[src/rtl/flash_seq_pkg.sv]
// Shared types and constants for the flash command sequencer.
// Assumes byte-wide writes and the two standard unlock offsets.
package flash_seq_pkg;

    typedef enum logic [2:0] {
        SQ_IDLE,
        SQ_GOT_AA,
        SQ_GOT_55,
        SQ_ERS_80,
        SQ_ERS_AA,
        SQ_ERS_55,
        SQ_PROG
    } seq_state_t;

    localparam logic [14:0] OFS_FIRST  = 15'h5555;
    localparam logic [14:0] OFS_SECOND = 15'h2AAA;

    localparam logic [7:0] B_UNLOCK1 = 8'hAA;
    localparam logic [7:0] B_UNLOCK2 = 8'h55;
    localparam logic [7:0] B_PROGRAM = 8'hA0;
    localparam logic [7:0] B_ERASE   = 8'h80;
    localparam logic [7:0] B_IDENTER = 8'h90;
    localparam logic [7:0] B_IDEXIT  = 8'hF0;
    localparam logic [7:0] B_SECTOR  = 8'h30;
    localparam logic [7:0] B_CHIP    = 8'h10;

    // Device code for a given size; zero means no identification support.
    function automatic logic [7:0] device_code_for(input int kb);
        case (kb)
            128:     return 8'hB5;
            256:     return 8'hB6;
            512:     return 8'hB7;
            default: return 8'h00;
        endcase
    endfunction

    // Upper-address alias value accepted in place of zero.
    function automatic int upper_alias_for(input int kb);
        return (((kb / 8) - 1) & 32'h3C) >> 2;
    endfunction

endpackage

[src/rtl/flash_cmd_addr_match.sv]
// Command address decoder.
// Flags a write address as one of the two unlock offsets. The low 15 bits
// must match exactly; the upper bits must be zero or equal the size alias.
// Assumes AW >= 15.
module flash_cmd_addr_match #(
    parameter int AW    = 19,
    parameter int ALIAS = 15
) (
    input  logic [AW-1:0] addr,
    output logic          hit_first,
    output logic          hit_second
);
    import flash_seq_pkg::*;

    logic upper_ok;

    // Pick the upper-bit qualifier depending on whether upper bits exist.
    generate
        if (AW > 15) begin : g_upper
            localparam int UW = AW - 15;
            localparam logic [UW-1:0] ALIAS_V = UW'(ALIAS);
            assign upper_ok = (addr[AW-1:15] == '0) || (addr[AW-1:15] == ALIAS_V);
        end else begin : g_no_upper
            assign upper_ok = 1'b1;
        end
    endgenerate

    // Compare the low 15 bits against both offsets.
    always_comb begin
        hit_first  = upper_ok && (addr[14:0] == OFS_FIRST);
        hit_second = upper_ok && (addr[14:0] == OFS_SECOND);
    end

endmodule

[src/rtl/flash_cmd_fsm.sv]
// Command sequence state machine.
// Walks the unlock sequences one write at a time and issues registered
// single-cycle program and erase requests. It also holds the identification
// mode flag. Assumes at most one write per cycle.
module flash_cmd_fsm #(
    parameter int AW    = 19,
    parameter bit ID_OK = 1'b1
) (
    input  logic          clk,
    input  logic          rst_n,
    input  logic          wr_en,
    input  logic [AW-1:0] wr_addr,
    input  logic [7:0]    wr_data,
    input  logic          hit_first,
    input  logic          hit_second,
    output logic          prog_req,
    output logic [AW-1:0] prog_addr,
    output logic [7:0]    prog_data,
    output logic          sect_erase_req,
    output logic [AW-1:0] sect_base,
    output logic          chip_erase_req,
    output logic          id_mode
);
    import flash_seq_pkg::*;

    seq_state_t state, nxt_state;
    logic       nxt_id;
    logic       do_prog, do_sect, do_chip;

    // Next state, identification flag and request decisions for one write.
    always_comb begin
        nxt_state = state;
        nxt_id    = id_mode;
        do_prog   = 1'b0;
        do_sect   = 1'b0;
        do_chip   = 1'b0;
        if (wr_en) begin
            if (id_mode && state == SQ_IDLE && wr_data == B_IDEXIT) begin
                nxt_id    = 1'b0;
                nxt_state = SQ_IDLE;
            end else begin
                nxt_state = SQ_IDLE;
                case (state)
                    SQ_PROG: begin
                        do_prog = 1'b1;
                    end
                    SQ_ERS_55: begin
                        if (wr_data == B_SECTOR)
                            do_sect = 1'b1;
                        else if (wr_data == B_CHIP && hit_first)
                            do_chip = 1'b1;
                    end
                    default: begin
                        if (hit_first) begin
                            case (state)
                                SQ_IDLE:
                                    if (wr_data == B_UNLOCK1) nxt_state = SQ_GOT_AA;
                                SQ_ERS_80:
                                    if (wr_data == B_UNLOCK1) nxt_state = SQ_ERS_AA;
                                SQ_GOT_55: begin
                                    case (wr_data)
                                        B_PROGRAM: nxt_state = SQ_PROG;
                                        B_ERASE:   nxt_state = SQ_ERS_80;
                                        B_IDENTER: if (ID_OK) nxt_id = 1'b1;
                                        B_IDEXIT:  nxt_id = 1'b0;
                                        default:   nxt_state = SQ_IDLE;
                                    endcase
                                end
                                default: nxt_state = SQ_IDLE;
                            endcase
                        end else if (hit_second && wr_data == B_UNLOCK2) begin
                            if (state == SQ_GOT_AA)
                                nxt_state = SQ_GOT_55;
                            else if (state == SQ_ERS_AA)
                                nxt_state = SQ_ERS_55;
                        end
                    end
                endcase
            end
        end
    end

    // Sequence state and identification flag registers.
    always_ff @(posedge clk) begin
        if (!rst_n) begin
            state   <= SQ_IDLE;
            id_mode <= 1'b0;
        end else begin
            state   <= nxt_state;
            id_mode <= nxt_id;
        end
    end

    // Single-cycle request strobes.
    always_ff @(posedge clk) begin
        if (!rst_n) begin
            prog_req       <= 1'b0;
            sect_erase_req <= 1'b0;
            chip_erase_req <= 1'b0;
        end else begin
            prog_req       <= do_prog;
            sect_erase_req <= do_sect;
            chip_erase_req <= do_chip;
        end
    end

    // Request operands, captured only when a request is issued.
    always_ff @(posedge clk) begin
        if (!rst_n) begin
            prog_addr <= '0;
            prog_data <= '0;
            sect_base <= '0;
        end else begin
            if (do_prog) begin
                prog_addr <= wr_addr;
                prog_data <= wr_data;
            end
            if (do_sect)
                sect_base <= {wr_addr[AW-1:12], 12'h000};
        end
    end

endmodule

[src/rtl/flash_id_readmux.sv]
// Read-path substitution for identification mode.
// Replaces bytes 0 and 1 with the vendor and device codes while the mode
// is active; otherwise passes the array byte through. Purely combinational.
module flash_id_readmux #(
    parameter int         AW     = 19,
    parameter logic [7:0] VENDOR = 8'hBF,
    parameter logic [7:0] DEVICE = 8'hB7
) (
    input  logic          id_mode,
    input  logic [AW-1:0] rd_addr,
    input  logic [7:0]    arr_rdata,
    output logic [7:0]    rd_data
);

    // Select the identification byte or the array byte.
    always_comb begin
        rd_data = arr_rdata;
        if (id_mode && rd_addr[AW-1:1] == '0)
            rd_data = rd_addr[0] ? DEVICE : VENDOR;
    end

endmodule

[src/rtl/flash_cmd_seq.sv]
// Top of the flash command sequencer.
// Joins the address decoder, the sequence state machine and the
// identification read substitution. SIZE_KB sets the address width, the
// upper-address alias and the device code. Assumes SIZE_KB is a power of two
// of at least 32.
module flash_cmd_seq #(
    parameter int         SIZE_KB   = 512,
    parameter logic [7:0] VENDOR_ID = 8'hBF,
    parameter int         AW        = $clog2(SIZE_KB * 1024)
) (
    input  logic          clk,
    input  logic          rst_n,
    input  logic          wr_en,
    input  logic [AW-1:0] wr_addr,
    input  logic [7:0]    wr_data,
    input  logic [AW-1:0] rd_addr,
    input  logic [7:0]    arr_rdata,
    output logic [7:0]    rd_data,
    output logic          prog_req,
    output logic [AW-1:0] prog_addr,
    output logic [7:0]    prog_data,
    output logic          sect_erase_req,
    output logic [AW-1:0] sect_base,
    output logic          chip_erase_req,
    output logic          id_mode
);
    import flash_seq_pkg::*;

    localparam logic [7:0] DEV_CODE = device_code_for(SIZE_KB);
    localparam logic [7:0] VEND_EFF = (DEV_CODE != 8'h00) ? VENDOR_ID : 8'h00;
    localparam bit         ID_OK    = (VEND_EFF != 8'h00);
    localparam int         ALIAS    = upper_alias_for(SIZE_KB);

    logic hit_first, hit_second;

    flash_cmd_addr_match #(.AW(AW), .ALIAS(ALIAS)) u_match (
        .addr       (wr_addr),
        .hit_first  (hit_first),
        .hit_second (hit_second)
    );

    flash_cmd_fsm #(.AW(AW), .ID_OK(ID_OK)) u_fsm (
        .clk            (clk),
        .rst_n          (rst_n),
        .wr_en          (wr_en),
        .wr_addr        (wr_addr),
        .wr_data        (wr_data),
        .hit_first      (hit_first),
        .hit_second     (hit_second),
        .prog_req       (prog_req),
        .prog_addr      (prog_addr),
        .prog_data      (prog_data),
        .sect_erase_req (sect_erase_req),
        .sect_base      (sect_base),
        .chip_erase_req (chip_erase_req),
        .id_mode        (id_mode)
    );

    flash_id_readmux #(.AW(AW), .VENDOR(VEND_EFF), .DEVICE(DEV_CODE)) u_rdmux (
        .id_mode   (id_mode),
        .rd_addr   (rd_addr),
        .arr_rdata (arr_rdata),
        .rd_data   (rd_data)
    );

endmodule

[config.mk]
export PLATFORM = sky130hd
export DESIGN_NAME = flash_cmd_seq
export DESIGN_NICKNAME = d
export VERILOG_FILES = /design/src/rtl/flash_seq_pkg.sv /design/src/rtl/flash_cmd_addr_match.sv /design/src/rtl/flash_cmd_fsm.sv /design/src/rtl/flash_id_readmux.sv /design/src/rtl/flash_cmd_seq.sv
export SDC_FILE = /design/constraint.sdc
export NUM_CORES = 1
export LEC_CHECK = 0
export BUFFER_PORTS_ARGS = -buffer_cell sky130_fd_sc_hd__clkbuf_2
export CORE_MARGIN = 2
export CORE_UTILIZATION = 48
export DETAILED_ROUTE_END_ITERATION = 10
export PLACE_DENSITY = 0.85
export SLEW_MARGIN = 20
export SYNTH_ARGS = -nofsm -noshare
export SYNTH_HDL_FRONTEND = slang
export SYNTH_SLANG_ARGS = --single-unit
[constraint.sdc]
create_clock -name clk -period 6.6 [get_ports clk]
set_clock_uncertainty 0.05 [all_clocks]
set_input_delay 1.98 -clock clk [delete_from_list [all_inputs] [get_ports clk]]
set_output_delay 1.98 -clock clk [all_outputs]
set_load 0.01 [all_outputs]
**After elaboration in Yosys (flattened, before gate mapping)**

Index checks and enable logic that the tools add are counted.
Widths: inputs -> output; s select.

- Output and inout bits: 58
- Register bits: 41
- Logic and storage cells: 71
- Bits of input ports: 57

- Reductions and logical operators: 17
- Equal/unequal tests: 18
- Bitwise gates (word level): 3
- Mux-type cells: 25

Operator list:

| operator | number |
|---|---|
| $eq 8x8->1 const B | 5 |
| $mux 3 | 7 |
| $logic_not 18->1 | 1 |
| $eq 15x14->1 const B | 1 |
| $eq 15x15->1 const B | 1 |
| $mux 1 | 13 |
| $eq 3x3->1 const B | 3 |
| $pmux 3 s3 | 1 |
| $eq 8x5->1 const B | 1 |
| $eq 8x6->1 const B | 1 |
| $eq 8x7->1 const B | 1 |
| $mux 8 | 1 |
| $logic_and 1x1->1 | 7 |
| $eq 3x2->1 const B | 2 |
| $pmux 3 s2 | 1 |
| $reduce_and 5->1 | 1 |
| $reduce_or 5->1 | 1 |
| $eq 4x4->1 const B | 1 |
| $logic_not 4->1 | 1 |
| $mux 4 | 1 |
| $reduce_bool 2->1 | 2 |
| $eq 3x1->1 const B | 1 |
| $logic_not 3->1 | 1 |
| $not 1->1 | 3 |
| 5 further kinds | 5 |

**Longest topological paths before layout**

- Word-level depth: 8
- Gate-level depth with buffers: 8

**By module**

A second synthesis with hierarchy kept.

- Cell total of the unflattened synthesis: 248
- Area total of the unflattened synthesis: 2034.5 µm²

Modules (own cells, without submodules):

| module | times used | area each (µm²) | seq. area each (µm²) | cells each |
|---|---|---|---|---|
| flash_cmd_fsm | 1 | 1799.2 | 820.8 | 217 |
| flash_cmd_addr_match | 1 | 118.9 | 0.0 | 14 |
| flash_id_readmux | 1 | 116.4 | 0.0 | 17 |

**Least setup slack after synthesis**

OpenSTA, ideal clock, no wires.

- Path type: input port to output port
- Start: input rd_addr[2]
- End: output rd_data[3]
- Data arrival time: 3.089 ns
- Cell stages on the path: 6
- Setup slack: 1.481 ns
- Cell sequence: nor4_1 -> nand2_1 -> nor4_1 -> and3_1 -> clkbuf_1 -> mux2i_1

- Longest elaborated chain between the ends: 3

RTL lines:

| element | RTL line | RTL |
|---|---|---|
| start, declared | flash_cmd_seq.sv:16 | `input logic [AW-1:0] rd_addr,` |
| $logic_not 18->1 | flash_id_readmux.sv:18 | `if (id_mode && rd_addr[AW-1:1] == '0)` |
| $logic_and 1x1->1 | flash_id_readmux.sv:18 |  |
| $mux 8 | flash_id_readmux.sv:18 |  |
| end, declared | flash_cmd_seq.sv:18 | `output logic [7:0] rd_data,` |

No other way between the ends.

**Worst setup path after layout**

Ends and elaborated chain as after synthesis.

==> summary.md <==
| Metric | Value |
|---|---|
| Status | `complete, no violations` |
| Tcrit/Tclk final | `roughly 80%` |
| DRT iter0 DRCs | `between 100 and 150` |
| DRC errors left | `0` |
| Post CTS Setup Buffer Count | `0` |
| Initial core utilization | `between 40% and 50%` |
| Lkg Pwr | `around 1.1 nW` |
| Clock latency on the worst-skew pair | `0.29 ns` |
| Setup violators final | `0` |
| Fillers | `about 400` |
| # IOs | `around 120` |
| MaxCap Viol Count | `0` |
| Clk buf depth | `2` |
| Post-synth top flop | `dfxtp_1` |
| Slack of the critical path | `approximately 1.3 ns` |
| Vias per cell | `approximately 5.3` |
| Total wire length | `around 5500 um` |
| Sequential cell area | `about 820 sq um` |
| Detailed-placement wirelength estimate | `between 4000 and 5000 um` |
| Asr flop ratio synth | `0%` |
| NetSw | `roughly 0.12 mW` |
| Average size of a mapped cell | `8.39 sq um` |
| # diodes | `0` |
| Max Slew Vio Count | `0` |
| Switching share of power | `between 20% and 30%` |
| P_int | `~0.34 mW` |
| Final RePlAce weighted congestion | `around 0.85` |
| Initial antenna violation count | `0` |
| Clock transition at path regs | `0.08 ns` |
| Post-DR wirelength/cell | `~14 um` |
| Hold Path Class | `flop to flop` |
| Layout Utilization | `roughly 62%` |
| CP required | `approximately 4.6 ns` |
| Arrival time worst endpoint | `~3.3 ns` |
| I/O Buffers | `102` |
| Nets | `~400` |
| Core area | `about 0.0043 sq mm` |
| Share of cells above drive strength 1 | `between 30% and 40%` |
| EDFF count, synth | `0` |
| Area grow syn2layout | `26.0%` |
| RSZ-0062 raised after global routing | `no` |
| Synth unique cells | `47` |
| Gr usage total | `22.4%` |
| DIE WIDTH | `between 70 and 80 um` |
| Via count | `approximately 2,100` |
| Root buf cell | `clkbuf_8` |
| Clk pwr share | `approximately 36%` |
| Largest net degree at the start of global routing | `between 40 and 50` |
| Mapped Cells | `roughly 250` |
| Fin Setup TNS | `0 ns` |
| Pre-CTS WS | `1.32 ns` |
| Slew headroom | `36.0%` |
| Worst-path fanout max | `8` |
| CTS tree | `built` |
| Final cell count without fillers | `~400` |
| Highest clock rate | `between 150 and 200 MHz` |
| Final hold viol count | `0` |
| Placed Instances | `390` |
| FP Rows | `24` |
| Worst-margin pin slew | `0.959 ns` |
| DR pass1 iterations | `5` |
| Max VDD drop | `roughly 0.12 mV` |
| Die Area | `between 0.004 and 0.005 sq mm` |
| Sequential Power Share | `around 54%` |
| Final ANT Viol Nets | `0` |
| Die Y | `approximately 70 um` |
| Area occupied by multi-input gates | `around 0.0012 sq mm` |
| #FFs+latches synth | `41` |
| GR Overflow Total | `0` |
| # hold bufs at CTS | `0` |
| PwrDens | `173 mW/mm^2` |
| First-pass GRT wire length | `between 9000 and 10,000 um` |
| Setup CP Type | `input pin to primary output` |
| Gate power share | `about 10%` |
| Number of CTS-inserted buffers | `5` |
| # clock sinks | `41` |
| CP startpoint kind | `input pin` |
| H-tree depth | `2` |
| Commonest cells after routing, fill and taps aside | `102 x clkbuf_2, 62 x nand2_1, 41 x dfxtp_1, 27 x a21boi_0, 12 x conb_1` |
| CP Capture Type | `primary output` |
| Seq/Total Area, Yosys | `39.0%` |
| Resized Gates After CTS | `0` |
| Fin crit period | `about 5.3 ns` |
| Vias in the first global route | `2,035` |
| Post-Syn Area | `between 0.002 and 0.0025 sq mm` |
| Yosys Warn Count | `0` |
| Commonest non-fill, non-tap cell in the layout | `clkbuf_2` |
==> cells by family after synthesis <==
kind of cell	count (synthesis)	synth area share, %
other	1	0.178
AND/OR/NAND/NOR	127	32.4
XOR/XNOR	2	0.832
buffers and inverters	29	8.08
multiplexers	8	3.80
AO/OA/AOI/OAI	43	15.7
flip-flops	41	39.0
==> flip-flops by register name, summed over array words and instances (netlist names) <==
signal,flops
u_fsm.chip_erase_req,1
u_fsm.prog_data,8
u_fsm.sect_base,7
u_fsm.prog_req,1
u_fsm.prog_addr,19
u_fsm.id_mode,1
u_fsm.sect_erase_req,1
u_fsm.state,3
==> per-layer routing <==
layer / vias to the layer above / routed length, um / global-route usage, %
met1: 958 / 2230 / 26.9
met5: - / 0 / 0
met4: 0 / 96 / 7.69
li1: 1041 / - / -
met3: 13 / 330 / 6.64
met2: 87 / 2850 / 38.1
==> power by group through the flow <==
stage               Clock, mW  Combinational (mW)  Sequential [mW]
finish                  0.167              0.0461            0.247
global route            0.181              0.0506            0.247
CTS                     0.171              0.0460            0.247
detailed placement          0              0.0456            0.253
global placement            0              0.0449            0.253
floorplan                   0              0.0235            0.253
==> metrics by stage <==
step	hold slack [ns]	area, sq um	total power [mW]
4_1_cts	0.425	2650	0.464
2_1_floorplan	0.438	2150	0.276
5_1_grt	0.442	2650	0.478
3_5_place_dp	0.413	2560	0.299
6_report	0.421	2650	0.460
3_3_place_gp	0.404	2560	0.298
==> worst max-delay path: stages <==
cell	delay (ns)
clkbuf_2	0.08
nor4_1	0.27
nand2_1	0.08
nor4_1	0.15
and3_1	0.33
mux2i_1	0.21
clkbuf_2	0.15
==> area by class of cell <==
cell class / count / share of cell area [%]
sequential: 41 / 30.9
clock buffer: 5 / 2.59
multi-input combinational: 192 / 43.6
clock inverter: 3 / 0.802
inverter: 3 / 0.424
timing repair buffer: 102 / 19.2
tap: 52 / 2.45
==> cells in the mapped netlist (4+ instances only) <==
library cell / instances / area, sq um
nor4_1: 8 / 50.1
dfxtp_1: 41 / 821
buf_4: 12 / 90.1
nand4_1: 4 / 25.0
nor2_1: 6 / 22.5
clkbuf_1: 11 / 41.3
or2_2: 7 / 43.8
nor2b_1: 11 / 68.8
nand2_1: 62 / 233
mux2i_1: 8 / 80.1
a21boi_0: 27 / 203
==> path summary, 6_finish.rpt <==
check,start,endpoint,slack [ns],cells after the start
setup / recovery,rd_addr[2],rd_data[3],1.32,7
hold / removal,u_fsm.prog_addr[18],u_fsm.prog_addr[18],0.42,2
setup reg to reg,u_fsm.state[0],u_fsm.sect_base[12],4.47,5
hold reg to reg,u_fsm.prog_addr[18],u_fsm.prog_addr[18],0.42,2
Note: power is estimated with default switching activity, not from simulation.
